`src/rtl/spi_mc_pkg.sv`:
```
package spi_mc_pkg;
  typedef enum logic [1:0] {
    A_MODE  = 2'd0,
    A_EVENT = 2'd1,
    A_MASK  = 2'd2,
    A_DATA  = 2'd3
  } reg_addr_e;

  localparam int EV_NE  = 0;
  localparam int EV_NF  = 1;
  localparam int EV_OVR = 2;
  localparam int EV_W   = 3;
  localparam int MODE_W = 15;

  typedef struct packed {
    logic       alt;
    logic [3:0] len;
    logic [3:0] pm;
    logic       div16;
    logic       loopb;
    logic       msb;
    logic       cpol;
    logic       cpha;
    logic       en;
  } mode_t;
endpackage

```
`src/rtl/spi_mc_baud.sv`:
```
module spi_mc_baud #(
  parameter int PM_W     = 4,
  parameter int FAST_MUL = 2,
  parameter int SLOW_MUL = 32
) (
  input  logic            clk,
  input  logic            rst_n,
  input  logic            run,
  input  logic            div16,
  input  logic [PM_W-1:0] pm,
  output logic            tick
);
  localparam int CNT_W = $clog2(SLOW_MUL * (2 ** PM_W)) + 1;

  logic [CNT_W-1:0] cnt_q;
  logic [CNT_W-1:0] pm_ext;
  logic [CNT_W-1:0] half;
  logic [CNT_W-1:0] half_m1;

  assign pm_ext  = CNT_W'(pm) + CNT_W'(1);
  assign half    = div16 ? pm_ext * CNT_W'(SLOW_MUL) : pm_ext * CNT_W'(FAST_MUL);
  assign half_m1 = half - CNT_W'(1);
  assign tick    = run && (cnt_q == half_m1);

  always_ff @(posedge clk or negedge rst_n) begin
    if (!rst_n)             cnt_q <= '0;
    else if (!run || tick)  cnt_q <= '0;
    else                    cnt_q <= cnt_q + CNT_W'(1);
  end
endmodule

```
`src/rtl/spi_mc_shift.sv`:
```
module spi_mc_shift #(
  parameter int DATA_W = 32,
  parameter int NB_W   = $clog2(DATA_W) + 1
) (
  input  logic              clk,
  input  logic              rst_n,
  input  logic              enable,
  input  logic              cpha,
  input  logic              cpol,
  input  logic              msb_first,
  input  logic              loopb,
  input  logic [NB_W-1:0]   nbits,
  input  logic              load,
  input  logic [DATA_W-1:0] load_char,
  input  logic              miso,
  input  logic              tick,
  output logic              sck,
  output logic              mosi,
  output logic              busy,
  output logic              done,
  output logic [DATA_W-1:0] rx_char
);
  localparam int IDX_W = $clog2(DATA_W);
  localparam logic [NB_W:0] ONE_E = (NB_W+1)'(1);

  logic [DATA_W-1:0] tx_q, rx_q;
  logic [NB_W:0]     edge_q;
  logic [NB_W-1:0]   tx_i, rx_i;
  logic [NB_W:0]     last_edge;
  logic [IDX_W-1:0]  rx_k;
  logic              lead, din, sample_now, drive_now;

  function automatic logic pick_bit(input logic [DATA_W-1:0] w, input logic [NB_W-1:0] i,
                                    input logic [NB_W-1:0] n, input logic msb);
    logic [IDX_W-1:0] k;
    k = IDX_W'(msb ? (n - NB_W'(1) - i) : i);
    return w[k];
  endfunction

  assign last_edge  = {nbits, 1'b0} - ONE_E;
  assign lead       = ~edge_q[0];
  assign din        = loopb ? mosi : miso;
  assign sample_now = cpha ? !lead : lead;
  assign drive_now  = cpha ? (lead && edge_q != '0) : (!lead && edge_q != last_edge);
  assign rx_k       = IDX_W'(msb_first ? (nbits - NB_W'(1) - rx_i) : rx_i);
  assign rx_char    = rx_q;

  always_ff @(posedge clk or negedge rst_n) begin
    if (!rst_n) begin
      busy <= 1'b0; done <= 1'b0; sck <= 1'b0; mosi <= 1'b0;
      tx_q <= '0; rx_q <= '0; edge_q <= '0; tx_i <= '0; rx_i <= '0;
    end else begin
      done <= 1'b0;
      if (!enable) begin
        busy <= 1'b0;
        sck  <= cpol;
      end else if (!busy) begin
        sck <= cpol;
        if (load) begin
          busy   <= 1'b1;
          tx_q   <= load_char;
          rx_q   <= '0;
          edge_q <= '0;
          tx_i   <= '0;
          rx_i   <= '0;
          mosi   <= pick_bit(load_char, '0, nbits, msb_first);
        end
      end else if (tick) begin
        sck <= ~sck;
        if (sample_now) begin
          rx_q[rx_k] <= din;
          rx_i       <= rx_i + NB_W'(1);
        end
        if (drive_now) begin
          tx_i <= tx_i + NB_W'(1);
          mosi <= pick_bit(tx_q, tx_i + NB_W'(1), nbits, msb_first);
        end
        if (edge_q == last_edge) begin
          busy <= 1'b0;
          done <= 1'b1;
        end else begin
          edge_q <= edge_q + ONE_E;
        end
      end
    end
  end
endmodule

```
`src/rtl/spi_mc_regs.sv`:
```
module spi_mc_regs
  import spi_mc_pkg::*;
#(
  parameter int DATA_W = 32,
  parameter int NB_W   = $clog2(DATA_W) + 1
) (
  input  logic              clk,
  input  logic              rst_n,
  input  logic              bus_wr,
  input  logic [1:0]        bus_addr,
  input  logic [DATA_W-1:0] bus_wdata,
  output logic [DATA_W-1:0] bus_rdata,
  input  logic              busy,
  input  logic              done,
  input  logic [DATA_W-1:0] rx_char,
  output mode_t             mode_o,
  output logic [NB_W-1:0]   nbits,
  output logic              load,
  output logic [DATA_W-1:0] load_char,
  output logic [EV_W-1:0]   mask_o,
  output logic              ne_o,
  output logic              ovr_o,
  output logic              irq
);
  localparam int IDX_W = $clog2(DATA_W);

  mode_t             mode_q;
  logic [EV_W-1:0]   mask_q, ev_vec;
  logic              hold_v, ne_q, ovr_q;
  logic [DATA_W-1:0] hold_q, rxd_q;
  logic              wr_mode, wr_event, wr_mask, wr_data, accept;
  logic [IDX_W-1:0]  tx_off, rx_off;

  assign wr_mode  = bus_wr && (bus_addr == A_MODE);
  assign wr_event = bus_wr && (bus_addr == A_EVENT);
  assign wr_mask  = bus_wr && (bus_addr == A_MASK);
  assign wr_data  = bus_wr && (bus_addr == A_DATA);
  assign accept   = wr_data && mode_q.en && !hold_v && !busy;
  assign load     = hold_v && !busy && mode_q.en;

  assign nbits = (mode_q.len == '0) ? NB_W'(DATA_W) : NB_W'(mode_q.len) + NB_W'(1);

  always_comb begin
    tx_off = '0;
    rx_off = '0;
    if (mode_q.alt) begin
      if (mode_q.msb && nbits <= NB_W'(8)) begin
        tx_off = IDX_W'(24);
        rx_off = IDX_W'(16);
      end else if (mode_q.msb && nbits <= NB_W'(16)) begin
        tx_off = IDX_W'(16);
        rx_off = IDX_W'(16);
      end else if (!mode_q.msb && nbits <= NB_W'(8)) begin
        rx_off = IDX_W'(8);
      end
    end
  end

  assign load_char = hold_q >> tx_off;

  always_ff @(posedge clk or negedge rst_n) begin
    if (!rst_n) begin
      mode_q <= '0; mask_q <= '0; hold_v <= 1'b0; hold_q <= '0;
      ne_q <= 1'b0; ovr_q <= 1'b0; rxd_q <= '0;
    end else begin
      if (wr_mode) mode_q <= mode_t'(bus_wdata[MODE_W-1:0]);
      if (wr_mask) mask_q <= bus_wdata[EV_W-1:0];
      if (!mode_q.en)  hold_v <= 1'b0;
      else if (accept) begin
        hold_v <= 1'b1;
        hold_q <= bus_wdata;
      end else if (load) hold_v <= 1'b0;
      if (wr_data && mode_q.en && !accept)      ovr_q <= 1'b1;
      else if (wr_event && bus_wdata[EV_OVR])   ovr_q <= 1'b0;
      if (done) begin
        ne_q  <= 1'b1;
        rxd_q <= rx_char << rx_off;
      end else if (wr_event && bus_wdata[EV_NE]) ne_q <= 1'b0;
    end
  end

  always_comb begin
    ev_vec = '0;
    ev_vec[EV_NE]  = ne_q;
    ev_vec[EV_NF]  = !hold_v;
    ev_vec[EV_OVR] = ovr_q;
  end

  always_comb begin
    unique case (bus_addr)
      A_MODE:  bus_rdata = DATA_W'(mode_q);
      A_EVENT: bus_rdata = DATA_W'(ev_vec);
      A_MASK:  bus_rdata = DATA_W'(mask_q);
      default: bus_rdata = rxd_q;
    endcase
  end

  assign irq    = |(ev_vec & mask_q);
  assign mode_o = mode_q;
  assign mask_o = mask_q;
  assign ne_o   = ne_q;
  assign ovr_o  = ovr_q;
endmodule

```
`src/rtl/spi_master_ctl.sv`:
```
module spi_master_ctl
  import spi_mc_pkg::*;
#(
  parameter int DATA_W = 32,
  parameter int PM_W   = 4
) (
  input  logic              clk,
  input  logic              rst_n,
  input  logic              bus_wr,
  input  logic [1:0]        bus_addr,
  input  logic [DATA_W-1:0] bus_wdata,
  output logic [DATA_W-1:0] bus_rdata,
  output logic              spi_sck,
  output logic              spi_mosi,
  input  logic              spi_miso,
  output logic              irq
);
  localparam int NB_W = $clog2(DATA_W) + 1;

  mode_t             mode_w;
  logic [NB_W-1:0]   nbits_w;
  logic              load_w, busy_w, done_w, tick_w, ne_w, ovr_w;
  logic [DATA_W-1:0] load_char_w, rx_char_w;
  logic [EV_W-1:0]   mask_w;

  spi_mc_regs #(.DATA_W(DATA_W), .NB_W(NB_W)) u_regs (
    .clk(clk), .rst_n(rst_n), .bus_wr(bus_wr), .bus_addr(bus_addr),
    .bus_wdata(bus_wdata), .bus_rdata(bus_rdata), .busy(busy_w), .done(done_w),
    .rx_char(rx_char_w), .mode_o(mode_w), .nbits(nbits_w), .load(load_w),
    .load_char(load_char_w), .mask_o(mask_w), .ne_o(ne_w), .ovr_o(ovr_w), .irq(irq)
  );

  spi_mc_baud #(.PM_W(PM_W)) u_baud (
    .clk(clk), .rst_n(rst_n), .run(busy_w), .div16(mode_w.div16),
    .pm(PM_W'(mode_w.pm)), .tick(tick_w)
  );

  spi_mc_shift #(.DATA_W(DATA_W), .NB_W(NB_W)) u_shift (
    .clk(clk), .rst_n(rst_n), .enable(mode_w.en), .cpha(mode_w.cpha),
    .cpol(mode_w.cpol), .msb_first(mode_w.msb), .loopb(mode_w.loopb),
    .nbits(nbits_w), .load(load_w), .load_char(load_char_w), .miso(spi_miso),
    .tick(tick_w), .sck(spi_sck), .mosi(spi_mosi), .busy(busy_w), .done(done_w),
    .rx_char(rx_char_w)
  );
endmodule

```
`config.mk`:
```
export PLATFORM = sky130hd
export DESIGN_NAME = spi_master_ctl
export DESIGN_NICKNAME = d
export VERILOG_FILES = /design/src/rtl/spi_mc_pkg.sv /design/src/rtl/spi_mc_baud.sv /design/src/rtl/spi_mc_shift.sv /design/src/rtl/spi_mc_regs.sv /design/src/rtl/spi_master_ctl.sv
export SDC_FILE = /design/constraint.sdc
export NUM_CORES = 1
export LEC_CHECK = 0
export CAP_MARGIN = 20
export CORE_MARGIN = 1
export CORE_UTILIZATION = 50
export CTS_CLUSTER_DIAMETER = 200
export CTS_CLUSTER_SIZE = 25
export DETAILED_ROUTE_END_ITERATION = 10
export HOLD_SLACK_MARGIN = 0.12
export PLACE_DENSITY = 0.7
export SKIP_LAST_GASP = 1
export SYNTH_ARGS = -nofsm -noshare
export SYNTH_HDL_FRONTEND = slang
export SYNTH_SLANG_ARGS = --single-unit
```
`constraint.sdc`:
```
create_clock -name clk -period 5.2 [get_ports clk]
set_input_delay 1.04 -clock clk [delete_from_list [all_inputs] [get_ports clk]]
set_output_delay 1.04 -clock clk [all_outputs]
set_load 0.05 [all_outputs]
```
==> impl_metrics.env <==
export IMPL_status="completed"
export IMPL_firstDrtPassIters=5
export IMPL_setup_viol=0
export IMPL_drt_initial_drc_count=841
export IMPL_grt_pass1_vias=8436
export IMPL_met3_usage=0.05278
export IMPL_grt_busiest_layer="met2"
export IMPL_r2r_worst_path_cells=15
export IMPL_drc_errors=0
export IMPL_n_antenna_cell=0
export IMPL_max_freq_mhz=225.6
export IMPL_cts_resized_gates=0
export IMPL_synth_area_leader_cell="dfrtp_1"
export IMPL_netlist_area_um2=10640
export IMPL_fin_crit_ps=4432
export IMPL_hold_path_class="flop to flop"
export IMPL_port_buffers=72
export IMPL_hold_viol=0
export IMPL_synth_distinct_cells=81
export IMPL_grtUsageTotal=0.2771
export IMPL_seq_area_frac_synth=0.4235
export IMPL_grt_max_degree=97
export IMPL_use_met2=0.4264
export IMPL_hold_buffers=0
export IMPL_finish_utilization=0.5909
export IMPL_ys_flop_type="dfrtp_1"
export IMPL_wl_um=29330
export IMPL_max_slew_worst_pin_slew_ps=1058
export IMPL_finalClockSkew_ps=10.09
export IMPL_wl_per_cell_um=20.53
export IMPL_synth_most_common_cell="dfrtp_1"
export IMPL_htree_levels=4
export IMPL_grt_util_met1=0.3925
export IMPL_start_util=0.5173
export IMPL_synth_edff_count=0
export IMPL_clkSlewWorstSetupHoldPaths_ps=70
export IMPL_slew_viol_final=0
export IMPL_rows=52
export IMPL_nets=1204
export IMPL_fin_crit_sh=0.8523
export IMPL_p_per_area_nw_per_um2=396.3
export IMPL_arrival_ps=4730
export IMPL_area_growth_pct=14.21
export IMPL_gp_congestion=0.9414
export IMPL_synthCells=1114
export IMPL_crit_chain="inv_1 > ha_1 > nand2b_1 > o21ai_1 > ha_1 > buf_4 > inv_1 > fa_1 > mux2i_1 > mux4_2 > mux2i_1 > mux2i_1 > mux2_2 > nand2_1 > a31oi_1"
export IMPL_final_setup_tns_ps=0
export IMPL_maxCapViolCount=0
export IMPL_cts_root_buffer="clkbuf_16"
export IMPL_async_flop_share=1.000
export IMPL_grt_pass1_wl_um=46690
export IMPL_chipWidth_um=147.9
export IMPL_cp_end_kind="flop"
export IMPL_crit_top_cell="mux2i_1"
export IMPL_cp_start_kind="flop"
export IMPL_core_um2=20560
export IMPL_grt_ovfl_total=0
export IMPL_peakVddDrop_v=0.0002202
export IMPL_required_ps=5490
export IMPL_slew_headroom=0.2945
export IMPL_whs_path_depth=2
export IMPL_hpwl_um=20330
export IMPL_synth_top_area_frac=0.4235
export IMPL_ios=73
export IMPL_rsz0062_at_grt="no"
export IMPL_num_vias=8858
export IMPL_clk_latency_ps=450
export IMPL_rrSetupSlack_ps=770
export IMPL_cts_buffers_inserted=17
export IMPL_worst_path_max_delay_cell="mux2i_1"
export IMPL_die_h_um=147.9
export IMPL_critPathKind="flop to flop"
export IMPL_synth_nets=1172
export IMPL_rr_startpoint="u_regs.mode_o[10]$_DFFE_PN0P_"
export IMPL_critPathMaxStageDelay_ps=570
export IMPL_timing_rr_end="u_shift.mosi$_DFFE_PN0P_"
export IMPL_ys_warn_count=0
export IMPL_whs_endpoint="u_shift.tx_q[28]$_DFFE_PN0P_"
export IMPL_ys_top_cells_by_area="dfrtp_1 42%, nand2_1 5.6%, mux2_2 5.2%"
export IMPL_ant_nets=0
export IMPL_grt_antenna_before_repair=0
export IMPL_cts_sinks=180
export IMPL_dieArea_um2=21860
export IMPL_cts_tree="done"
export IMPL_syn_area_per_cell_um2=9.548
export IMPL_ys_ff_latch=180
export IMPL_yosys_top_cells_count="180 x dfrtp_1, 159 x nand2_1, 62 x inv_1, 61 x clkbuf_1, 53 x o21ai_0"
export IMPL_cts_buffer_depth=2
export IMPL_drive_gt1_frac=0.1148
export IMPL_cts_setup_buffers=0
export IMPL_holdCritStartpoint="u_shift.tx_q[28]$_DFFE_PN0P_"
export IMPL_cp_max_fo=12
export IMPL_via_per_inst=6.199
export IMPL_leakagePower_nw=5.209
[metal layers]
metal	up-vias	part of all wire
met2	307	0.46
li1	4146	-
met4	0	0.023
met5	-	0
met3	47	0.065
met1	4358	0.45
[report_power, final]
part           internal, mW  switching, mW  leakage (nW)
combinational         0.683          0.900          2.55
clock                 0.649          0.632         0.279
sequential             1.64          0.306          2.38
total                  2.98           1.84          5.21
[layout by cell type (no fill, tap or decap), types with 7 or more instances in the layout]
cell             count
dfrtp_1            180
buf_4               21
mux2_2              49
o22ai_1             24
nor2_1              44
nand2_1            158
o21ai_0             53
xor2_1              20
ha_1                18
nand2b_1            10
nand4_1              9
a22o_1              12
inv_1               62
a21oi_1             29
nor3_1               9
clkbuf_16           17
o211ai_1             8
o41ai_1             35
o311ai_0            32
clkdlybuf4s50_1     71
a31oi_1              9
mux2i_1             44
mux4_2               8
o31ai_1             15
a21o_1              11
nor2b_1              7
and3_1              25
xnor2_1             20
nand3_1             51
[per-stage QoR]
step | area (um2) | hold WS (ps) | setup slack [ps] | power [mW] | std cells
after floorplan | 10640 | 440.7 | 1257 | 3.036 | 1114
after global placement | 11540 | 458.5 | 829.7 | 3.495 | 1396
after detailed placement | 11540 | 465.9 | 803.9 | 3.529 | 1396
after CTS | 12120 | 482.3 | 797.1 | 4.810 | 1428
after global routing | 12150 | 504.5 | 499.2 | 5.066 | 1429
final | 12150 | 481.8 | 768.2 | 4.814 | 1429
[area by class of cell]
cell class	count	area, um2
tap	270	337.8
clock inverter	14	142.6
multi-input combinational	788	5557
timing repair buffer	95	927.1
clock buffer	18	439.2
sequential	180	4504
fill	1822	8412
inverter	64	240.2
[critical path, delay by kind of cell (launching register included)]
| family | cells | cell delay, ps |
|---|---|---|
| compound gates | 2 | 510 |
| fa+ha+maj | 3 | 970 |
| flops | 1 | 510 |
| buf+inv | 3 | 570 |
| simple gates | 2 | 200 |
| mux | 5 | 1510 |
[logic make-up after synthesis]
logic type | after synthesis | synth area share
mux | 103 | 0.1126
fa+ha+maj | 20 | 0.02494
simple gates | 345 | 0.1525
compound gates | 278 | 0.1923
buf+inv | 146 | 0.05611
flops | 180 | 0.4235
xor+xnor | 42 | 0.03811
[worst max path at each step]
stage	startpoint	end	slack, ps	cells after the start
detailed placement	u_regs.mode_o[10]$_DFFE_PN0P_	u_shift.mosi$_DFFE_PN0P_	800	15
finish	u_regs.mode_o[10]$_DFFE_PN0P_	u_shift.mosi$_DFFE_PN0P_	770	15
global placement	u_regs.mode_o[10]$_DFFE_PN0P_	u_shift.mosi$_DFFE_PN0P_	830	16
floorplan	u_regs.mode_o[10]$_DFFE_PN0P_	u_shift.mosi$_DFFE_PN0P_	1260	16
CTS	u_regs.mode_o[10]$_DFFE_PN0P_	u_shift.mosi$_DFFE_PN0P_	800	15
global route	u_regs.mode_o[10]$_DFFE_PN0P_	u_shift.mosi$_DFFE_PN0P_	500	15
[state kept, by name, summed over array words and instances (netlist names), 3 cells and up]
name / cells
u_regs.mode_o: 15
u_shift.tx_i: 5
u_shift.rx_i: 5
u_regs.hold_q: 32
u_regs.mask_o: 3
u_shift.edge_q: 7
u_regs.rxd_q: 32
u_shift.rx_char: 32
u_shift.tx_q: 32
u_baud.cnt_q: 10
(Power assumes the default switching activity.)
